===== src/rtl/zt_sram_pkg.sv =====
package zt_sram_pkg;
  typedef enum logic [2:0] {
    CMD_HOLD,   // clock masked
    CMD_DESEL,  // load with a select inactive
    CMD_START,  // load new access
    CMD_NEXT,   // continue burst
    CMD_IDLE    // advance while deselected
  } cmd_e;
endpackage


===== src/rtl/zt_cmd_dec.sv =====
module zt_cmd_dec
  import zt_sram_pkg::*;
(
  input  logic clk_en_ni,
  input  logic sel1_ni,
  input  logic sel2_i,
  input  logic sel3_ni,
  input  logic adv_ld_ni,
  input  logic burst_live_i,
  output cmd_e cmd_o
);
  logic selected;
  assign selected = !sel1_ni && sel2_i && !sel3_ni;

  always_comb begin
    if (clk_en_ni)       cmd_o = CMD_HOLD;
    else if (adv_ld_ni)  cmd_o = burst_live_i ? CMD_NEXT : CMD_IDLE;
    else if (selected)   cmd_o = CMD_START;
    else                 cmd_o = CMD_DESEL;
  end
endmodule


===== src/rtl/zt_access_ctl.sv =====
module zt_access_ctl
  import zt_sram_pkg::*;
#(
  parameter int AW = 4
) (
  input  logic          clk_i,
  input  logic          rst_ni,
  input  cmd_e          cmd_i,
  input  logic          wr_ni,
  input  logic [AW-1:0] addr_i,
  output logic          acc_v_o,
  output logic          acc_wr_o,
  output logic [AW-1:0] addr_o,
  output logic          first_o
);
  logic desel_q;

  always_ff @(posedge clk_i or negedge rst_ni) begin
    if (!rst_ni) begin
      acc_v_o  <= 1'b0;
      acc_wr_o <= 1'b0;
      addr_o   <= '0;
      desel_q  <= 1'b1;
      first_o  <= 1'b0;
    end else begin
      unique case (cmd_i)
        CMD_START: begin
          acc_v_o  <= 1'b1;
          acc_wr_o <= !wr_ni;
          addr_o   <= addr_i;
          first_o  <= desel_q;
          desel_q  <= 1'b0;
        end
        CMD_NEXT: begin
          // type held from burst start
          addr_o  <= addr_i;
          first_o <= 1'b0;
        end
        CMD_DESEL, CMD_IDLE: begin
          acc_v_o  <= 1'b0;
          acc_wr_o <= 1'b0;
          desel_q  <= 1'b1;
          first_o  <= 1'b0;
        end
        default: ;
      endcase
    end
  end
endmodule


===== src/rtl/zt_wr_hold.sv =====
module zt_wr_hold #(
  parameter int AW     = 4,
  parameter int LANES  = 2,
  parameter int LANE_W = 9,
  localparam int DW    = LANES * LANE_W
) (
  input  logic             clk_i,
  input  logic             rst_ni,
  input  logic             step_i,
  input  logic             cap_i,
  input  logic [AW-1:0]    cap_addr_i,
  input  logic [DW-1:0]    cap_data_i,
  input  logic [LANES-1:0] cap_lane_ni,
  input  logic [AW-1:0]    rd_addr_i,
  input  logic [DW-1:0]    rd_raw_i,
  output logic             commit_o,
  output logic [AW-1:0]    commit_addr_o,
  output logic [DW-1:0]    commit_data_o,
  output logic [LANES-1:0] commit_be_o,
  output logic [DW-1:0]    rd_data_o
);
  logic             hold_v;
  logic [AW-1:0]    hold_addr;
  logic [DW-1:0]    hold_data;
  logic [LANES-1:0] hold_be;
  logic             hit;

  always_ff @(posedge clk_i or negedge rst_ni) begin
    if (!rst_ni) begin
      hold_v    <= 1'b0;
      hold_addr <= '0;
      hold_data <= '0;
      hold_be   <= '0;
    end else if (step_i) begin
      hold_v <= cap_i;
      if (cap_i) begin
        hold_addr <= cap_addr_i;
        hold_data <= cap_data_i;
        hold_be   <= ~cap_lane_ni;
      end
    end
  end

  assign commit_o      = step_i && hold_v;
  assign commit_addr_o = hold_addr;
  assign commit_data_o = hold_data;
  assign commit_be_o   = hold_be;
  assign hit           = hold_v && (hold_addr == rd_addr_i);

  // held bytes override array bytes lane by lane
  for (genvar l = 0; l < LANES; l++) begin : g_byp
    assign rd_data_o[l*LANE_W +: LANE_W] = (hit && hold_be[l]) ?
        hold_data[l*LANE_W +: LANE_W] : rd_raw_i[l*LANE_W +: LANE_W];
  end
endmodule


===== src/rtl/zt_array.sv =====
module zt_array #(
  parameter int DEPTH  = 16,
  parameter int LANES  = 2,
  parameter int LANE_W = 9,
  localparam int AW    = $clog2(DEPTH),
  localparam int DW    = LANES * LANE_W
) (
  input  logic             clk_i,
  input  logic             we_i,
  input  logic [AW-1:0]    wa_i,
  input  logic [DW-1:0]    wd_i,
  input  logic [LANES-1:0] be_i,
  input  logic [AW-1:0]    ra_i,
  output logic [DW-1:0]    rd_o
);
  for (genvar l = 0; l < LANES; l++) begin : g_lane
    logic [LANE_W-1:0] mem [DEPTH];
    always_ff @(posedge clk_i) begin
      if (we_i && be_i[l]) mem[wa_i] <= wd_i[l*LANE_W +: LANE_W];
    end
    assign rd_o[l*LANE_W +: LANE_W] = mem[ra_i];
  end
endmodule


===== src/rtl/zt_sram.sv =====
module zt_sram
  import zt_sram_pkg::*;
#(
  parameter int DEPTH  = 16,
  parameter int LANES  = 2,
  parameter int LANE_W = 9,
  localparam int AW    = $clog2(DEPTH),
  localparam int DW    = LANES * LANE_W
) (
  input  logic             clk_i,
  input  logic             rst_ni,
  input  logic             clk_en_ni,
  input  logic             sel1_ni,
  input  logic             sel2_i,
  input  logic             sel3_ni,
  input  logic             wr_ni,
  input  logic [LANES-1:0] lane_wr_ni,
  input  logic             adv_ld_ni,
  input  logic             out_en_ni,
  input  logic [AW-1:0]    addr_i,
  input  logic [DW-1:0]    wdata_i,
  output logic [DW-1:0]    rdata_o,
  output logic             rdata_oe_o,
  output logic             burst_next_o
);
  cmd_e             cmd;
  logic             acc_v, acc_wr, first;
  logic [AW-1:0]    acc_addr;
  logic             step, cap;
  logic             commit;
  logic [AW-1:0]    commit_addr;
  logic [DW-1:0]    commit_data, raw_data;
  logic [LANES-1:0] commit_be;

  zt_cmd_dec u_dec (
    .clk_en_ni    (clk_en_ni),
    .sel1_ni      (sel1_ni),
    .sel2_i       (sel2_i),
    .sel3_ni      (sel3_ni),
    .adv_ld_ni    (adv_ld_ni),
    .burst_live_i (acc_v),
    .cmd_o        (cmd)
  );

  zt_access_ctl #(.AW(AW)) u_ctl (
    .clk_i    (clk_i),
    .rst_ni   (rst_ni),
    .cmd_i    (cmd),
    .wr_ni    (wr_ni),
    .addr_i   (addr_i),
    .acc_v_o  (acc_v),
    .acc_wr_o (acc_wr),
    .addr_o   (acc_addr),
    .first_o  (first)
  );

  assign step = (cmd != CMD_HOLD);
  assign cap  = step && acc_v && acc_wr;

  zt_wr_hold #(.AW(AW), .LANES(LANES), .LANE_W(LANE_W)) u_hold (
    .clk_i         (clk_i),
    .rst_ni        (rst_ni),
    .step_i        (step),
    .cap_i         (cap),
    .cap_addr_i    (acc_addr),
    .cap_data_i    (wdata_i),
    .cap_lane_ni   (lane_wr_ni),
    .rd_addr_i     (acc_addr),
    .rd_raw_i      (raw_data),
    .commit_o      (commit),
    .commit_addr_o (commit_addr),
    .commit_data_o (commit_data),
    .commit_be_o   (commit_be),
    .rd_data_o     (rdata_o)
  );

  zt_array #(.DEPTH(DEPTH), .LANES(LANES), .LANE_W(LANE_W)) u_arr (
    .clk_i (clk_i),
    .we_i  (commit),
    .wa_i  (commit_addr),
    .wd_i  (commit_data),
    .be_i  (commit_be),
    .ra_i  (acc_addr),
    .rd_o  (raw_data)
  );

  assign rdata_oe_o   = acc_v && !acc_wr && !first && !out_en_ni;
  assign burst_next_o = (cmd == CMD_NEXT);
endmodule


===== config.mk =====
export PLATFORM = sky130hd
export DESIGN_NAME = zt_sram
export DESIGN_NICKNAME = d
export VERILOG_FILES = /design/src/rtl/zt_sram_pkg.sv /design/src/rtl/zt_cmd_dec.sv /design/src/rtl/zt_access_ctl.sv /design/src/rtl/zt_wr_hold.sv /design/src/rtl/zt_array.sv /design/src/rtl/zt_sram.sv
export SDC_FILE = /design/constraint.sdc
export NUM_CORES = 1
export LEC_CHECK = 0
export CAP_MARGIN = 40
export CORE_MARGIN = 4
export CORE_UTILIZATION = 42
export CTS_CLUSTER_SIZE = 28
export DETAILED_ROUTE_END_ITERATION = 16
export PLACE_DENSITY = 0.57
export SLEW_MARGIN = 20
export SYNTH_ARGS = -nofsm -noshare
export SYNTH_HDL_FRONTEND = slang
export SYNTH_SLANG_ARGS = --single-unit

===== constraint.sdc =====
create_clock -name clk_i -period 2.85 [get_ports clk_i]
set_input_delay 0.57 -clock clk_i [delete_from_list [all_inputs] [get_ports clk_i]]
set_output_delay 0.57 -clock clk_i [all_outputs]
set_load 0.02 [all_outputs]

==> results of run 1 <==
## Yosys cell counts, drive strengths merged
| cell | number | area [um2] |
|---|---|---|
| nand3b | 1 | 7.51 |
| o21a | 1 | 7.51 |
| nand2b | 3 | 18.8 |
| nor2b | 4 | 25.0 |
| or2 | 1 | 6.26 |
| dfrtp | 32 | 801 |
| buf | 22 | 136 |
| or3 | 1 | 6.26 |
| nor4b | 1 | 8.76 |
| nand3 | 4 | 20.0 |
| mux2 | 44 | 495 |
| or4 | 1 | 7.51 |
| o21ai | 4 | 20.0 |
| nand4 | 5 | 37.5 |
| o22ai | 1 | 6.26 |
| edfxtp | 288 | 8650 |
| nand2 | 28 | 105 |
| and2 | 1 | 6.26 |
| clkbuf | 9 | 33.8 |
| inv | 2 | 7.51 |
| xnor2 | 4 | 35.0 |
| dfstp | 1 | 26.3 |
| a22oi | 36 | 270 |
| a21oi | 2 | 10.0 |
| nor2 | 37 | 154 |
| mux4 | 72 | 1620 |
## area by class of cell
class | count | area [um2]
clock buffer | 43 | 948
clock inverter | 19 | 113
fill | 2218 | 13300
inverter | 2 | 7.51
multi-input combinational | 251 | 3100
sequential | 321 | 9480
tap | 384 | 480
timing repair buffer | 150 | 1640
## power groups by stage
stage / registers (mW) / clock network (mW) / logic [mW]
6_report: 5.28 / 4.15 / 3.45
5_1_grt: 5.29 / 4.46 / 3.66
4_1_cts: 5.28 / 4.22 / 3.38
3_5_place_dp: 5.38 / 0 / 2.84
3_3_place_gp: 5.37 / 0 / 2.81
2_1_floorplan: 5.38 / 0 / 1.65
## cells by family (layout without fill, tap and decap cells)
logic type      Yosys count  count (layout)  share of synthesized area, %
flops                   321             321                          75.7
mux                     116             116                          16.9
simple gates             87              87                          3.22
compound gates           44              44                          2.51
buf+inv                  33             214                          1.42
xor+xnor                  4               4                         0.280
## stage by stage
| stage | hold slack [ns] | util (%) | TNS, ns |
|---|---|---|---|
| final | 0.509 | 54.2 | -4.97 |
| after global placement | 0.478 | 48.7 | -3.10 |
| after global routing | 0.553 | 54.2 | -6.52 |
| after floorplan | 0.274 | - | 0 |
| after detailed placement | 0.515 | 48.7 | -3.12 |
| after CTS | 0.519 | 53.9 | -5.07 |
## worst max path at each step
| stage | to | startpoint | slack, ns |
|---|---|---|---|
| 2_1_floorplan | rdata_o[0] | u_ctl.addr_o[1] | 0.55 |
| 3_3_place_gp | rdata_o[11] | u_ctl.addr_o[0] | -0.26 |
| 3_5_place_dp | rdata_o[11] | u_ctl.addr_o[0] | -0.23 |
| 4_1_cts | rdata_o[3] | u_ctl.addr_o[0] | -0.33 |
| 5_1_grt | rdata_o[11] | u_ctl.addr_o[0] | -0.43 |
| 6_report | rdata_o[11] | u_ctl.addr_o[0] | -0.33 |
## repair_timing
action / CTS / global route
endpoints found under the setup margin: 18 / 18
pin swaps: 29 / 16
gates cloned: 6 / 0
gates resized for setup: 152 / 20
buffers inserted: 9 / 9
## flip-flops by register name, indices dropped and copies added, names as in the netlist
name                  count
u_hold.commit_be_o        2
u_hold.commit_data_o     18
u_ctl.acc_wr_o            1
u_ctl.first_o             1
u_ctl.addr_o              4
u_hold.hold_v             1
u_arr.g_lane.mem        288
u_ctl.desel_q             1
u_hold.commit_addr_o      4
u_ctl.acc_v_o             1
## metal layers
metal | vias to the layer above | routed length (um) | share of wire [%] | track usage, %
met5 | - | 0 | 0 | 0
met3 | 34 | 1790 | 6.5 | 2.85
met4 | 0 | 368 | 1.3 | 3.45
li1 | 2793 | - | - | -
met1 | 3316 | 12600 | 46 | 26.3
met2 | 242 | 12600 | 46 | 26.2
==> results.yml, run 1 <==
status:
  status: "finished with violations"
  violations: "negative setup slack"
power_and_ir_drop:
  seqPwrFrac_pct: 41.0
  power_switching_share_pct: 26.0
  total_power_mw: 12.9
  combPwrFrac_pct: 26.8
  leakagePower_nw: 5.52
  net-switching-power_mw: 3.35
  pwr-share-clk_pct: 32.2
  p_int_mw: 9.52
  vdd_drop_max_uv: 413
  cellPowerDensity_mw_per_mm2: 816
route:
  ant_nets: 0
  dr_total_vias: 6385
  drc: 0
  wl_um: 27400
  drt-initial-drc-count: 505
  wire_per_inst_um: 23.4
  vias_per_cell: 5.46
  drtPass1Iterations: 5
setup_path:
  r2r-start: "u_hold.commit_addr_o[0]"
  start_kind: "register"
  worstSetupPathType: "reg2out"
  crit_chain: "buf_12 > buf_12 > buf_12 > mux4_2 > a22oi_2 > nand2_1 > mux2_4 > buf_6"
  critPathTopFamily: "multiplexers"
  critPathSlowestCell: "dfrtp_4"
  cpMostUsedCell: "buf_12"
  cp_max_fo: 6
  path_buf_inv: 4
  slowest_delay_ns: 0.51
  cp.arrival_ns: 2.61
  required_ns: 2.28
  reg2reg_slack_ns: 1.04
  end_kind: "output pin"
  r2r_cells: 5
  cp.depth: 8
  r2r_end: "u_arr.g_lane[0].mem[8][0]"
cells_and_area:
  diodes: 0
  area.growth.synth_to_final_pct: 25.9
  final_layout_size_suffix_gt1_share_pct: 38.4
  final_cell_area_mm2: 0.0158
  layout_commonest_cell: "edfxtp_1"
  layout.nets: 793
  layout_common_cells: "edfxtp_1 (288), mux4_2 (72), buf_4 (66), clkbuf_16 (37), nor2_1 (35)"
  layout.cells.non_filler: 1170
synth:
  yosysSeqAreaShare_pct: 75.7
  netlist_area_mm2: 0.0125
  ys_warn_count: 0
  syn_inst: 605
  synth_seq_cells: 321
  post_synth.cell_area_avg_um2: 20.7
  synth_nets: 638
  synth_cell_types: 32
cts:
  tritoncts: "done"
  numCtsBuffers: 34
  h-tree-depth: 2
  cts.root.buffer_cell: "clkbuf_16"
  clk_latency_ns: 0.50
  hold_buffers: 0
  cts.reportedPaths.clkPinSlew_ns: 0.06
  clkSinkCount: 321
  clockBufferDepth: 3
placed_design:
  io_buffers: 52
  dp_hpwl_um: 17700
  dp.cells: 1089
  gp_congestion: 0.789
  dp_slack_ns: -0.226
  placed_area_mm2: 0.0142
global_routing:
  antenna_found_initial: 0
  gr-usage-all-layers_pct: 17.1
  grt-ovfl-total: 0
  grt_max_degree: 28
  grt_pass1_wl_um: 42600
  grt_pass1_vias: 6808
sta:
  worst_pin_slew_ns: 0.727
  slew_headroom_pct: 51.4
  finalCritPeriodShare_pct: 112
  hold_viol_final: 0
  maxSlewViolCount: 0
  timing.fmax_ghz: 0.314
  layout_setup_ws_ns: -0.334
  min_period_ns: 3.18
  clock_skew_ns: 0.0138
  rsz0062_at_grt: "yes"
  setup_viol_count_final: 18
job:
  maxCapViolCount: 0
worst_hold_path:
  hold_class: "in2async"
floorplan:
  initial_utilization_pct: 43.0
  die-area_mm2: 0.0326
  num_rows: 62
  die_h_um: 181
  ios: 53
  die_x_um: 181
  coreArea_mm2: 0.0291
(Power assumes the default switching activity.)
==> inputs of run 2 (changes only) <==
--- a/config.mk
+++ b/config.mk
@@ -15,3 +15,4 @@
 export SYNTH_ARGS = -nofsm -noshare
 export SYNTH_HDL_FRONTEND = slang
 export SYNTH_SLANG_ARGS = --single-unit
+export TNS_END_PERCENT = 5
==> run 2 against run 1 <==
The flow still finishes with violations (negative setup slack). Clock-buffer cell count did not move. Utilization fell by 0.76 points. Routed wire length fell by 0.59%. Flip-flop and latch count did not move. Largest cell class unchanged. Via count barely moved. Final cell count fell by 0.51%. Total power fell by 2.5%.
==> results.yml, run 2 (synthesized netlist as in run 1, its figures left out) <==
status:
  status: "finished with violations"
  violations: "negative setup slack"
job:
  maxCapViolCount: 0
cts:
  clkSinkCount: 321
  cts.root.buffer_cell: "clkbuf_16"
  tritoncts: "done"
  cts.reportedPaths.clkPinSlew_ns: 0.06
  numCtsBuffers: 34
  clk_latency_ns: 0.49
  h-tree-depth: 2
  clockBufferDepth: 3
power_and_ir_drop:
  leakagePower_nw: 5.43
  total_power_mw: 12.6
  cellPowerDensity_mw_per_mm2: 808
  vdd_drop_max_uv: 408
setup_path:
  cp.arrival_ns: 2.60
  r2r-start: "u_hold.commit_addr_o[0]"
  start_kind: "register"
  r2r_end: "u_arr.g_lane[0].mem[8][0]"
  cp-endpoint: "rdata_o[3]"
  reg2reg_slack_ns: 1.08
  worstSetupPathType: "reg2out"
  end_kind: "output pin"
  required_ns: 2.28
  r2r_cells: 5
  startpoint: "u_ctl.addr_o[0]"
  cp_max_fo: 8
placed_design:
  dp_hpwl_um: 17700
  dp_slack_ns: -0.226
  gp_congestion: 0.789
  io_buffers: 52
  placed_area_mm2: 0.0142
cells_and_area:
  area.growth.synth_to_final_pct: 24.2
  final_cell_area_mm2: 0.0155
  finish.utilization_pct: 53.4
  layout_common_cells: "edfxtp_1 (288), mux4_2 (72), buf_4 (67), clkbuf_16 (37), nor2_1 (35)"
  top_register: "u_arr.g_lane.mem"
  largest_register_ffs: 288
  layout.nets: 787
  layout_commonest_cell: "edfxtp_1"
  diodes: 0
  final_layout_size_suffix_gt1_share_pct: 37.6
sta:
  finalCritPeriodShare_pct: 111
  layout_setup_ws_ns: -0.319
  setup_viol_count_final: 18
  worst_pin_slew_ns: 0.728
  timing.fmax_ghz: 0.316
  min_period_ns: 3.17
  maxSlewViolCount: 0
  slew_headroom_pct: 51.3
  rsz0062_at_grt: "yes"
  hold_viol_final: 0
  clock_skew_ns: 0.0105
floorplan:
  die-area_mm2: 0.0326
  die_x_um: 181
  initial_utilization_pct: 43.0
  coreArea_mm2: 0.0291
  die_h_um: 181
  num_rows: 62
  ios: 53
global_routing:
  antenna_found_initial: 0
  grt_max_degree: 28
  grt-ovfl-total: 0
  grt_pass1_vias: 6777
  grt_pass1_wl_um: 42200
  gr-usage-all-layers_pct: 17.0
route:
  drt-initial-drc-count: 590
  drtPass1Iterations: 5
  ant_nets: 0
  wl_um: 27200
  drc: 0
  dr_total_vias: 6389
  vias_per_cell: 5.49
  wire_per_inst_um: 23.4
worst_hold_path:
  hold_class: "in2async"
run 2: changes by cell type in the layout (fill, tap and decap cells not counted), sizes merged:
cell    before  now
bufbuf       0    1
buf        116  109
run 2: timing repair:
item / 4_1_cts / 5_1_grt
pin swaps: 19 / 8
hold endpoints to repair: 0 / 0
hold buffers: 0 / 0
endpoints found under the setup margin: 18 / 18
resized for setup: 116 / 10
gates cloned: 4 / 0
setup buffers: 8 / 3
run 2: worst min-delay path by stage:
stage	end	slack [ns]	cells past startpoint
after CTS	u_ctl.first_o	0.52	1
after global routing	u_ctl.addr_o[0]	0.55	1
after global placement	u_ctl.first_o	0.48	2
after floorplan	u_ctl.acc_v_o	0.27	0
final	u_hold.commit_data_o[16]	0.51	1
after detailed placement	u_ctl.first_o	0.51	2
run 2: per-stage QoR:
stage                     TNS, ns  cells  hold WS (ns)
final                       -5.14   1164         0.510
after global routing        -6.82   1164         0.553
after CTS                   -5.36   1162         0.519
after detailed placement    -3.12   1089         0.515
after global placement      -3.10   1089         0.478
after floorplan                 0    605         0.274
run 2: cell type report:
cell class | instances | area, um2
Clock inverter | 19 | 113
Multi-Input combinational cell | 251 | 3050
Tap cell | 384 | 480
Clock buffer | 43 | 948
Inverter | 2 | 7.51
Fill cell | 2247 | 13500
Sequential cell | 321 | 9480
Timing Repair Buffer | 144 | 1470
run 2: worst max-delay path, cell delays in order (launching register included):
cell     delay, ns
dfrtp_4       0.51
buf_12        0.16
buf_12        0.13
buf_12        0.14
mux4_2        0.42
a22oi_2       0.24
nand2_1       0.08
mux2_4        0.27
buf_6         0.13
run 2: layer usage:
layer	wire (um)	track usage (%)
met2	12400	25.9
met5	0	0
met3	1470	2.79
met4	334	3.48
met1	13000	26.2
run 2: power by group:
| group | internal (mW) | total (mW) | leakage (nW) | switching, mW |
|---|---|---|---|---|
| sequential | 5.21 | 5.28 | 3.13 | 0.0732 |
| combinational | 1.63 | 3.14 | 1.77 | 1.50 |
| clock | 2.45 | 4.14 | 0.525 | 1.69 |
